### src/rtl/wdt_pkg.sv
package wdt_pkg;

    localparam int unsigned DATA_W  = 16;
    localparam int unsigned NUM_TAP = 4;
    localparam logic [7:0]  KEY_WR  = 8'h5A;
    localparam logic [7:0]  KEY_RD  = 8'h69;

    typedef enum logic {
        MODE_WDOG = 1'b0,
        MODE_IVL  = 1'b1
    } wdt_mode_e;

    typedef struct packed {
        logic      hold;
        wdt_mode_e mode;
        logic      ie;
        logic [1:0] sel;
    } wdt_ctrl_t;

    typedef struct packed {
        logic good;
        logic bad;
        logic clr;
        logic ack;
    } wdt_cmd_t;

    localparam wdt_ctrl_t CTRL_DEFAULT = '{hold: 1'b0, mode: MODE_WDOG, ie: 1'b0, sel: 2'd0};

    function automatic wdt_ctrl_t decode_fields(input logic [7:0] b);
        wdt_ctrl_t c;
        c.hold = b[7];
        c.mode = wdt_mode_e'(b[4]);
        c.ie   = b[2];
        c.sel  = b[1:0];
        return c;
    endfunction

    function automatic logic [DATA_W-1:0] pack_read(input wdt_ctrl_t c, input logic flag);
        return {KEY_RD, c.hold, 1'b0, flag, c.mode, 1'b0, c.ie, c.sel};
    endfunction

endpackage

### src/rtl/wdt_ctrl_reg.sv
module wdt_ctrl_reg
    import wdt_pkg::*;
(
    input  logic              clk,
    input  logic              rst,
    input  logic              wipe,
    input  logic              wr_en,
    input  logic [DATA_W-1:0] wr_data,
    output wdt_ctrl_t         ctrl_q,
    output wdt_cmd_t          cmd
);

    logic key_ok;

    always_comb begin
        key_ok   = (wr_data[DATA_W-1:8] == KEY_WR);
        cmd.good = wr_en && key_ok && !wipe;
        cmd.bad  = wr_en && !key_ok && !wipe;
        cmd.clr  = cmd.good && wr_data[3];
        cmd.ack  = cmd.good && wr_data[6];
    end

    always_ff @(posedge clk) begin
        if (rst || wipe) begin
            ctrl_q <= CTRL_DEFAULT;
        end else if (cmd.good) begin
            ctrl_q <= decode_fields(wr_data[7:0]);
        end
    end


    keyed_load_chk: assert property (@(posedge clk) disable iff (rst)
        (wr_en && !wipe && wr_data[DATA_W-1:8] == KEY_WR)
        |=> (ctrl_q == decode_fields($past(wr_data[7:0]))));

endmodule

### src/rtl/wdt_counter.sv
module wdt_counter #(
    parameter int unsigned CNT_W   = 16,
    parameter int unsigned NUM_TAP = 4,
    parameter int unsigned TAP_EXP [NUM_TAP] = '{15, 13, 9, 6}
) (
    input  logic                       clk,
    input  logic                       rst,
    input  logic                       step,
    input  logic                       clr,
    input  logic [$clog2(NUM_TAP)-1:0] sel,
    output logic                       expire
);

    localparam logic [CNT_W:0] ONE = 1;

    logic [CNT_W-1:0] lim_tab [NUM_TAP];
    logic [CNT_W-1:0] cnt_q;

    for (genvar g = 0; g < NUM_TAP; g++) begin : g_tap
        assign lim_tab[g] = CNT_W'((ONE << TAP_EXP[g]) - 1'b1);
    end

    assign expire = !rst && !clr && step && (cnt_q >= lim_tab[sel]);

    always_ff @(posedge clk) begin
        if (rst || clr) begin
            cnt_q <= '0;
        end else if (expire) begin
            cnt_q <= '0;
        end else if (step) begin
            cnt_q <= cnt_q + 1'b1;
        end
    end


    freeze_chk: assert property (@(posedge clk) disable iff (rst)
        (!step && !clr) |=> $stable(cnt_q));


    clear_zero_chk: assert property (@(posedge clk) disable iff (rst)
        clr |=> (cnt_q == '0));

endmodule

### src/rtl/wdt_interval_timer.sv
module wdt_interval_timer
    import wdt_pkg::*;
#(
    parameter int unsigned CNT_W = 16,
    parameter int unsigned TAP_EXP [NUM_TAP] = '{15, 13, 9, 6}
) (
    input  logic              clk,
    input  logic              rst,
    input  logic              cnt_en,
    input  logic              wr_en,
    input  logic [DATA_W-1:0] wr_data,
    output logic [DATA_W-1:0] rd_data,
    output logic              sys_rst,
    output logic              irq
);

    wdt_ctrl_t ctrl_q;
    wdt_cmd_t  cmd;
    logic      sys_rst_q;
    logic      flag_q;
    logic      expire;
    logic      step;
    logic      core_rst;

    assign core_rst = rst || sys_rst_q;
    assign step     = cnt_en && !ctrl_q.hold;

    wdt_ctrl_reg u_ctrl (
        .clk     (clk),
        .rst     (rst),
        .wipe    (sys_rst_q),
        .wr_en   (wr_en),
        .wr_data (wr_data),
        .ctrl_q  (ctrl_q),
        .cmd     (cmd)
    );

    wdt_counter #(
        .CNT_W   (CNT_W),
        .NUM_TAP (NUM_TAP),
        .TAP_EXP (TAP_EXP)
    ) u_cnt (
        .clk    (clk),
        .rst    (core_rst),
        .step   (step),
        .clr    (cmd.clr),
        .sel    (ctrl_q.sel),
        .expire (expire)
    );

    always_ff @(posedge clk) begin
        if (rst) begin
            sys_rst_q <= 1'b0;
            flag_q    <= 1'b0;
        end else begin
            sys_rst_q <= !sys_rst_q && (cmd.bad || (expire && ctrl_q.mode == MODE_WDOG));
            if (cmd.bad || expire) begin
                flag_q <= 1'b1;
            end else if (cmd.ack) begin
                flag_q <= 1'b0;
            end
        end
    end

    assign rd_data = pack_read(ctrl_q, flag_q);
    assign sys_rst = sys_rst_q;
    assign irq     = flag_q && ctrl_q.ie && (ctrl_q.mode == MODE_IVL);


    bad_key_rst_chk: assert property (@(posedge clk) disable iff (rst)
        (wr_en && !sys_rst && wr_data[15:8] != KEY_WR) |=> (sys_rst && rd_data[5]));


    single_pulse_chk: assert property (@(posedge clk) disable iff (rst)
        sys_rst |=> !sys_rst);


    defaults_after_rst_chk: assert property (@(posedge clk) disable iff (rst)
        sys_rst |=> (rd_data == {KEY_RD, 8'h20}));


    irq_mode_chk: assert property (@(posedge clk) disable iff (rst)
        irq |-> (rd_data[4] && rd_data[2] && rd_data[5]));


    flag_sticky_chk: assert property (@(posedge clk) disable iff (rst)
        (rd_data[5] && !(wr_en && wr_data[15:8] == KEY_WR && wr_data[6])) |=> rd_data[5]);

endmodule

### config.mk
export PLATFORM = sky130hd
export DESIGN_NAME = wdt_interval_timer
export DESIGN_NICKNAME = d
export VERILOG_FILES = /design/src/rtl/wdt_pkg.sv /design/src/rtl/wdt_ctrl_reg.sv /design/src/rtl/wdt_counter.sv /design/src/rtl/wdt_interval_timer.sv
export SDC_FILE = /design/constraint.sdc
export NUM_CORES = 1
export LEC_CHECK = 0
export BUFFER_PORTS_ARGS = -buffer_cell sky130_fd_sc_hd__buf_2
export CAP_MARGIN = 20
export CORE_UTILIZATION = 56
export CTS_CLUSTER_DIAMETER = 60
export DETAILED_ROUTE_END_ITERATION = 8
export PLACE_DENSITY = 0.93
export SYNTH_ARGS = -nofsm -noshare
export SYNTH_HDL_FRONTEND = slang
export SYNTH_SLANG_ARGS = --single-unit
### constraint.sdc
create_clock -name clk -period 5.2 [get_ports clk]
set_input_delay 0.78 -clock clk [delete_from_list [all_inputs] [get_ports clk]]
set_output_delay 0.78 -clock clk [all_outputs]
set_load 0.01 [all_outputs]
==> flow_summary.yaml, run 1 <==
status:
  status: "completed"
place:
  post_dp_cell_area_um2: 1570
  dp_cells: 211
  gp_congestion: 0.839
  dp_hpwl_um: 2300
  io_buffers: 26
die:
  chipWidth_um: 53.4
  initial_core_util_pct: 59.6
  dieArea_um2: 2850
  die_h_um: 53.4
  coreArea_um2: 2480
  io_pins: 38
  rows: 18
detailed_routing:
  drt-pass1-iter-count: 4
  post_drt_wl_per_cell_um: 13.3
  drt_iter0_markers: 16
  vias: 1224
  ant_nets: 0
  routed_wl_um: 2860
  drc: 0
  vias_per_cell: 5.69
synth:
  synthCells: 163
  syn_avg_cell_area_um2: 9.07
  ys_seq_area_share_pct: 31.2
  ys_ff_latch: 23
  yosysWarnings: 0
  synth.most_common_cell: "dfxtp_1"
  synth-edff-count: 0
  synthMuxAreaShare_pct: 3.39
  synth-simple-area-share_pct: 31.9
  synthTopCellsByArea: "dfxtp_1, ha_1, nor3_2"
  synth_top_family_by_area: "simple AND/OR/NAND/NOR gates"
  synthXorXnorAreaFrac_pct: 6.52
  synth_fa_ha_area_share_pct: 8.47
  synth_area_leader_cell: "dfxtp_1"
  synthTopCellsByCount: "dfxtp_1, nand2_1, nor2_1, buf_4"
  synth-main-ff-cell: "dfxtp_1"
  synth_top_area_share_pct: 31.2
  synth-async-reset-ratio_pct: 0
  synth.cell_area_um2: 1480
  synth_compound_area_share_pct: 10.3
  ys_types: 48
clocking:
  clk_latency_ns: 0.32
  clk_path_buf_depth: 2
  post_cts.repair.setup_buffers: 0
  cts_buffers: 3
  ctsResizeCount: 0
  cts_tree: "yes"
  cts-hold-fix-buffers: 0
  cts.clk_slew.worst_paths_ns: 0.13
  htreeDepth: 1
  clock-root-buffer: "clkbuf_4"
  cts.sinks: 23
critical_path:
  required_ns: 5.45
  cp.arrival_ns: 2.87
  crit_fanout: 12
  worstSetupPathType: "reg -> reg"
  rrSetupSlack_ns: 2.58
  start_kind: "flip-flop"
  cp-end-kind: "flip-flop"
  reg2reg_depth: 7
sta:
  hold_violations: 0
  fmax_ghz: 0.381
  setup_viol: 0
  finalCritPeriodShare_pct: 50.4
  tightestPinTransition_ns: 0.969
  slew_viol_final: 0
  period_needed_ns: 2.62
  fin_hold_ws_ns: 0.525
  max_slew_margin_pct: 35.4
  rsz0062_at_grt: "no"
  fin_skew_ns: 0.00863
  setup_tns_ns: 0
cells_and_area:
  antenna_cells: 0
  instances_no_fill: 215
  postLayoutCellArea_um2: 1590
  drive_gt1_share_pct: 27.6
  multi_input_area_um2: 933
  area_growth_pct: 7.79
  fillCellCount: 217
  seqCellArea_um2: 460
  nNetsFinal: 216
hold_path:
  hold_path_depth: 2
  hold_class: "reg -> reg"
global_routing:
  grt_usage_pct: 23.7
  grt_pass1_vias: 1163
  grt_max_degree: 19
  antenna_found_initial: 0
  grt_pass1_wl_um: 4890
  grt-ovfl-total: 0
power:
  power_density_nw_per_um2: 184
  vdd_drop_max_mv: 0.136
  p_leak_uw: 0.000709
  finalPower_uw: 292
job:
  cap_violations: 0
## worst max-delay path: stages, from the launching register on
cell and delay (ns):
dfxtp_1 0.41, or2_2 0.35, ha_1 0.31, nand4b_1 0.13
o21ai_1 0.11, a221oi_1 0.58, a21oi_2 0.38, nor3_1 0.26
## through the flow
step / utilization (%) / setup WS (ns)
floorplan: - / 3.06
global placement: 63.2 / 2.72
detailed placement: 63.2 / 2.61
CTS: 64.3 / 2.58
global route: 64.3 / 2.40
finish: 64.3 / 2.58
## cell families (layout without fill, tap and decap cells)
logic type	count (synthesis)	count (layout)
AO/OA/AOI/OAI	22	22
XOR/XNOR	11	11
adder cells (fa/ha/maj)	10	10
buffers and inverters	17	31
flip-flops	23	23
multiplexers	5	5
other	2	10
AND/OR/NAND/NOR	73	73
## report_power, final
part / total, µW / leakage (µW) / internal [µW] / switching (µW)
clock network: 84.4 / 0.0000177 / 28.8 / 55.6
logic: 27.3 / 0.000506 / 10.7 / 16.7
registers: 181 / 0.000186 / 178 / 2.28
total: 292 / 0.000709 / 218 / 74.5
## cells in the final DEF (no fill, tap or decap), types with 4 or more instances in the layout
cell / instances
a21oi_1: 8
buf_2: 26
conb_1: 10
dfxtp_1: 23
ha_1: 10
mux2i_1: 5
nand2_1: 12
nand3_1: 4
nand4_1: 4
nor2_1: 12
nor2b_1: 4
nor3_1: 4
nor3_2: 10
xnor2_1: 6
xor2_1: 5
## final timing paths
path / startpoint / to
setup / recovery: u_ctrl.ctrl_q[1] / u_cnt.cnt_q[15]
hold reg to reg: u_cnt.cnt_q[6] / u_cnt.cnt_q[6]
hold / removal: u_cnt.cnt_q[6] / u_cnt.cnt_q[6]
setup reg to reg: u_ctrl.ctrl_q[1] / u_cnt.cnt_q[15]
## per-layer routing
layer	global-route usage, %	wire, µm	part of all wire (%)	up-vias
met5	0	0	0	-
met4	5.26	31	1.1	0
met3	7.18	82	2.9	5
met2	45.0	1530	53	20
met1	25.0	1220	43	590
li1	-	-	-	609
## sequential cells by signal (all words and copies together) (netlist names)
register / flops
flag_q: 1
u_cnt.cnt_q: 16
sys_rst: 1
u_ctrl.ctrl_q: 5
## final cells by class
cell class	instances	area share (%)
Clock inverter	1	0.314
Tap cell	30	2.36
Clock buffer	3	1.41
Sequential cell	23	28.9
Timing Repair Buffer	26	8.17
Inverter	1	0.236
Multi-Input combinational cell	131	58.6
Power figures use the tool's default switching activity.
==> inputs of run 2 (changes only) <==
- ABC_AREA: not set -> 1
- CORE_UTILIZATION: 56 -> 47
- PLACE_DENSITY: 0.93 -> 0.84
- clock period: 5.2 -> 2.4 ns (I/O delays scaled with it)
==> flow_summary.yaml, run 2 <==
clocking:
  post_cts.repair.setup_buffers: 0
  cts.sinks: 23
  clock-root-buffer: "clkbuf_4"
  clk_latency_ns: 0.32
  htreeDepth: 1
  clk_path_buf_depth: 2
  cts_tree: "yes"
  cts-hold-fix-buffers: 0
  cts_buffers: 3
  cts.clk_slew.worst_paths_ns: 0.13
  ctsResizeCount: 0
cells_and_area:
  drive_gt1_share_pct: 18.3
  antenna_cells: 0
  final_cell_mix: "nand2_1, nor2_1, inv_1"
  area_growth_pct: 9.16
  fillCellCount: 284
  final_common_cell: "nand2_1"
  reg_top3: "u_cnt.cnt_q x16, u_ctrl.ctrl_q x5"
  multi_input_area_um2: 807
  seqCellArea_um2: 460
  nNetsFinal: 261
  largest_reg_flops: 16
  top_register: "u_cnt.cnt_q"
power:
  finalPower_uw: 631
  power_density_nw_per_um2: 399
  vdd_drop_max_mv: 0.314
  p_leak_uw: 0.000783
  combPwrFrac_pct: 9.3
  power.switching_uw: 158
  seq_power_share_pct: 62.1
  intPower_uw: 473
  p_sw_share_pct: 25.1
  p_clk_share_pct: 28.6
sta:
  setup_tns_ns: 0
  fin_skew_ns: 0.0122
  finalCritPeriodShare_pct: 80.4
  rsz0062_at_grt: "no"
  fmax_ghz: 0.518
  setup_viol: 0
  fin_ws_ns: 0.470
  hold_violations: 0
  period_needed_ns: 1.93
  slew_viol_final: 0
die:
  chipWidth_um: 57.5
  io_pins: 38
  rows: 19
  dieArea_um2: 3310
  die_h_um: 57.5
  initial_core_util_pct: 51.2
  coreArea_um2: 2830
synth:
  synthTopCellsByArea: "dfxtp_1, nand2_1, ha_1"
  synth-edff-count: 0
  synth_top_area_share_pct: 31.8
  yosysWarnings: 0
  synthTopCellsByCount: "nand2_1, nor2_1, inv_1, dfxtp_1, buf_4"
  synth_area_leader_cell: "dfxtp_1"
  ys_seq_area_share_pct: 31.8
  ys_types: 22
  synth-main-ff-cell: "dfxtp_1"
  synth.cell_area_um2: 1450
  synth.most_common_cell: "nand2_1"
  syn_avg_cell_area_um2: 7.10
  ys_ff_latch: 23
  synthCells: 204
  synth-async-reset-ratio_pct: 0
detailed_routing:
  drt-pass1-iter-count: 6
  vias: 1203
  routed_wl_um: 2410
  ant_nets: 0
  drt_iter0_markers: 18
  vias_per_cell: 4.61
  post_drt_wl_per_cell_um: 9.23
  drc: 1
hold_path:
  hold_class: "in -> reg"
critical_path:
  crit_fanout: 16
  worstSetupPathType: "reg -> reg"
  cp.arrival_ns: 2.18
  required_ns: 2.65
  cp-end-kind: "flip-flop"
  start_kind: "flip-flop"
global_routing:
  grt-ovfl-total: 0
  grt_pass1_vias: 1072
  grt_pass1_wl_um: 4220
  grt_usage_pct: 16.1
  grt_max_degree: 17
  antenna_found_initial: 0
status:
  violations: "DRC"
  status: "complete, but fails checks"
place:
  gp_congestion: 0.834
  preCtsSetupSlack_ns: 0.488
  io_buffers: 26
  dp_hpwl_um: 1930
job:
  cap_violations: 0
==> run 2: changes by cell type in the layout (fill, tap and decap cells not counted), moves of 5 or more <==
cell | before | now
nor3_2 | 10 | 1
nor2_1 | 12 | 32
inv_1 | 1 | 31
nand3_1 | 4 | 10
mux2i_1 | 5 | 0
nand2_1 | 12 | 41
==> run 2: stage by stage <==
step	hold slack, ns	util, %	std cells	cell area (µm²)
2_1_floorplan	0.429	-	212	1480
3_3_place_gp	0.462	54.9	257	1550
3_5_place_dp	0.466	54.9	257	1550
4_1_cts	0.201	55.9	261	1580
5_1_grt	0.205	55.9	261	1580
6_report	0.211	55.9	261	1580
==> run 2: cells by family (layout without fill, tap and decap cells) <==
group	Yosys count	in the layout	share of synthesized area, %
AND/OR/NAND/NOR	97	97	31.1
buffers and inverters	43	61	14.5
flip-flops	23	23	31.8
XOR/XNOR	11	11	6.66
adder cells (fa/ha/maj)	10	10	8.64
other	2	10	0.519
AO/OA/AOI/OAI	18	18	6.74
==> run 2: worst paths after layout <==
| kind | depth (start not counted) | slack, ns | endpoint | startpoint |
|---|---|---|---|---|
| setup reg to reg | 11 | 0.47 | u_cnt.cnt_q[9] | u_ctrl.ctrl_q[1] |
| hold / removal | 2 | 0.21 | sys_rst | rst |
| hold reg to reg | 2 | 0.49 | u_ctrl.ctrl_q[2] | u_ctrl.ctrl_q[2] |
| setup / recovery | 11 | 0.47 | u_cnt.cnt_q[9] | u_ctrl.ctrl_q[1] |
==> run 2: power by group through the flow <==
| stage | clock, µW | sequential, µW | combinational, µW |
|---|---|---|---|
| floorplan | 0 | 400 | 52.8 |
| global placement | 0 | 400 | 58.0 |
| detailed placement | 0 | 401 | 58.9 |
| CTS | 188 | 392 | 59.1 |
| global route | 198 | 393 | 66.9 |
| finish | 180 | 392 | 58.7 |
==> run 2: critical path: stages, from the launching register on <==
cell and delay, ns:
dfxtp_1 0.49, nand2_1 0.08, inv_1 0.13, ha_1 0.26, nand2_1 0.07, nor2_1 0.04
nand2_1 0.05, nand2_1 0.06, nand2_1 0.07, nand3_1 0.12, a21o_2 0.34, nor2_1 0.13
==> run 2: area by class of cell <==
class / count / share of cell area (%)
Multi-Input combinational cell: 146 / 51.1
Sequential cell: 23 / 29.1
Timing Repair Buffer: 26 / 8.23
Inverter: 31 / 7.36
Tap cell: 31 / 2.45
Clock buffer: 3 / 1.43
Clock inverter: 1 / 0.317
==> run 2: layer usage <==
| metal | GRT usage, % | share of wire (%) | vias to the layer above |
|---|---|---|---|
| met3 | 3.63 | 4.1 | 4 |
| met4 | 6.27 | 1.6 | 0 |
| li1 | - | - | 660 |
| met1 | 19.4 | 49 | 504 |
| met2 | 27.6 | 45 | 35 |
| met5 | 0 | 0 | - |
==> inputs of run 3 (changes only) <==
- CORE_UTILIZATION: 47 -> 52
- PLACE_DENSITY: 0.84 -> 0.88
- clock period: 2.4 -> 1.85 ns (I/O delays scaled with it)
==> flow_summary.yaml, run 3 (same netlist as run 2, synthesis figures left out) <==
status:
  status: "completed"
clocking:
  clk_path_buf_depth: 2
  cts_tree: "yes"
  post_cts.repair.setup_buffers: 0
  clk_latency_ns: 0.33
  htreeDepth: 1
  cts_buffers: 3
  cts-hold-fix-buffers: 0
  cts.sinks: 23
  cts.clk_slew.worst_paths_ns: 0.13
  clock-root-buffer: "clkbuf_4"
critical_path:
  cp.arrival_ns: 1.93
  worstSetupPathType: "reg -> reg"
  crit_fanout: 16
  cp-end-kind: "flip-flop"
  start_kind: "flip-flop"
  required_ns: 2.08
cells_and_area:
  antenna_cells: 0
  reg_top3: "u_cnt.cnt_q x16, u_ctrl.ctrl_q x5"
  drive_gt1_share_pct: 20.2
  area_growth_pct: 12.3
  final_cell_mix: "nand2_1, nor2_1, inv_1"
  top_register: "u_cnt.cnt_q"
  postLayoutCellArea_um2: 1630
  final_common_cell: "nand2_1"
  nNetsFinal: 264
  largest_reg_flops: 16
  utilization_pct: 63.9
die:
  die_h_um: 54.8
  rows: 18
  chipWidth_um: 54.8
  dieArea_um2: 3000
  io_pins: 38
  coreArea_um2: 2540
  initial_core_util_pct: 56.9
detailed_routing:
  ant_nets: 0
  drt_iter0_markers: 20
  routed_wl_um: 2490
  post_drt_wl_per_cell_um: 9.47
  drt-pass1-iter-count: 4
  vias_per_cell: 4.75
  vias: 1250
  drc: 0
place:
  gp_congestion: 0.770
  io_buffers: 26
  post_dp_cell_area_um2: 1570
  dp_hpwl_um: 2020
power:
  vdd_drop_max_mv: 0.527
  power_density_nw_per_um2: 511
  p_leak_uw: 0.000804
global_routing:
  grt_usage_pct: 19.4
  grt_pass1_vias: 1076
  grt-ovfl-total: 0
  grt_max_degree: 17
  grt_pass1_wl_um: 4140
  antenna_found_initial: 0
sta:
  finalCritPeriodShare_pct: 91.5
  period_needed_ns: 1.69
  fmax_ghz: 0.591
  fin_hold_ws_ns: 0.122
  hold_violations: 0
  rsz0062_at_grt: "no"
  slew_viol_final: 0
  setup_tns_ns: 0
  fin_skew_ns: 0.0100
  setup_viol: 0
job:
  cap_violations: 0
hold_path:
  hold_class: "in -> reg"
[run 3: changes by cell type in the layout (fill, tap and decap cells not counted)]
cell / delta
a21o_2: -1
buf_4: +3
ha_4: +1
ha_1: -1
nand3_1: -1
nand3_2: +1
a21o_4: +1
[run 3: area by class of cell]
class	instances	area, µm²
clock buffer	3	22.5
clock inverter	1	5.00
fill	239	920
inverter	31	116
multi-input combinational	146	831
sequential	23	460
tap	30	37.5
timing repair buffer	29	153
[run 3: metal layers]
metal	vias up	wire length, µm	track usage [%]
met1	543	1170	22.2
met3	7	114	5.56
met2	32	1160	32.9
met5	-	0	0
li1	668	-	-
met4	0	46	8.55
[run 3: worst paths after layout]
check             cells after the start             start                to  slack [ns]
setup reg to reg                     11  u_ctrl.ctrl_q[1]   u_cnt.cnt_q[14]        0.16
setup / recovery                     11  u_ctrl.ctrl_q[1]   u_cnt.cnt_q[14]        0.16
hold reg to reg                       2  u_ctrl.ctrl_q[2]  u_ctrl.ctrl_q[2]        0.48
hold / removal                        2               rst            flag_q        0.12
[run 3: report_power, final]
group	internal, µW	switching [µW]
sequential	502	6.70
clock	81.2	160
combinational	33.5	47.1
[run 3: timing repair]
item	in CTS	in global routing
endpoints found under the hold margin	0	0
setup endpoints to repair	10	18
gates resized for setup	1	2
[run 3: critical path, stage by stage, from the launching register on]
cell and delay, ns:
dfxtp_1 0.35, inv_1 0.07, nand2_1 0.11, ha_4 0.30, inv_1 0.04, nor2_1 0.07
nand3_1 0.09, nor2_1 0.10, nand2_1 0.07, nand3_2 0.10, a21o_4 0.23, nor2_1 0.07
[run 3: through the flow]
step	total power, µW	instances	worst slack [ns]
after floorplan	588	212	0.142
after global placement	596	259	0.0848
after detailed placement	599	259	0.00472
after CTS	835	263	0.0868
after global routing	864	263	0.0103
final	830	263	0.157
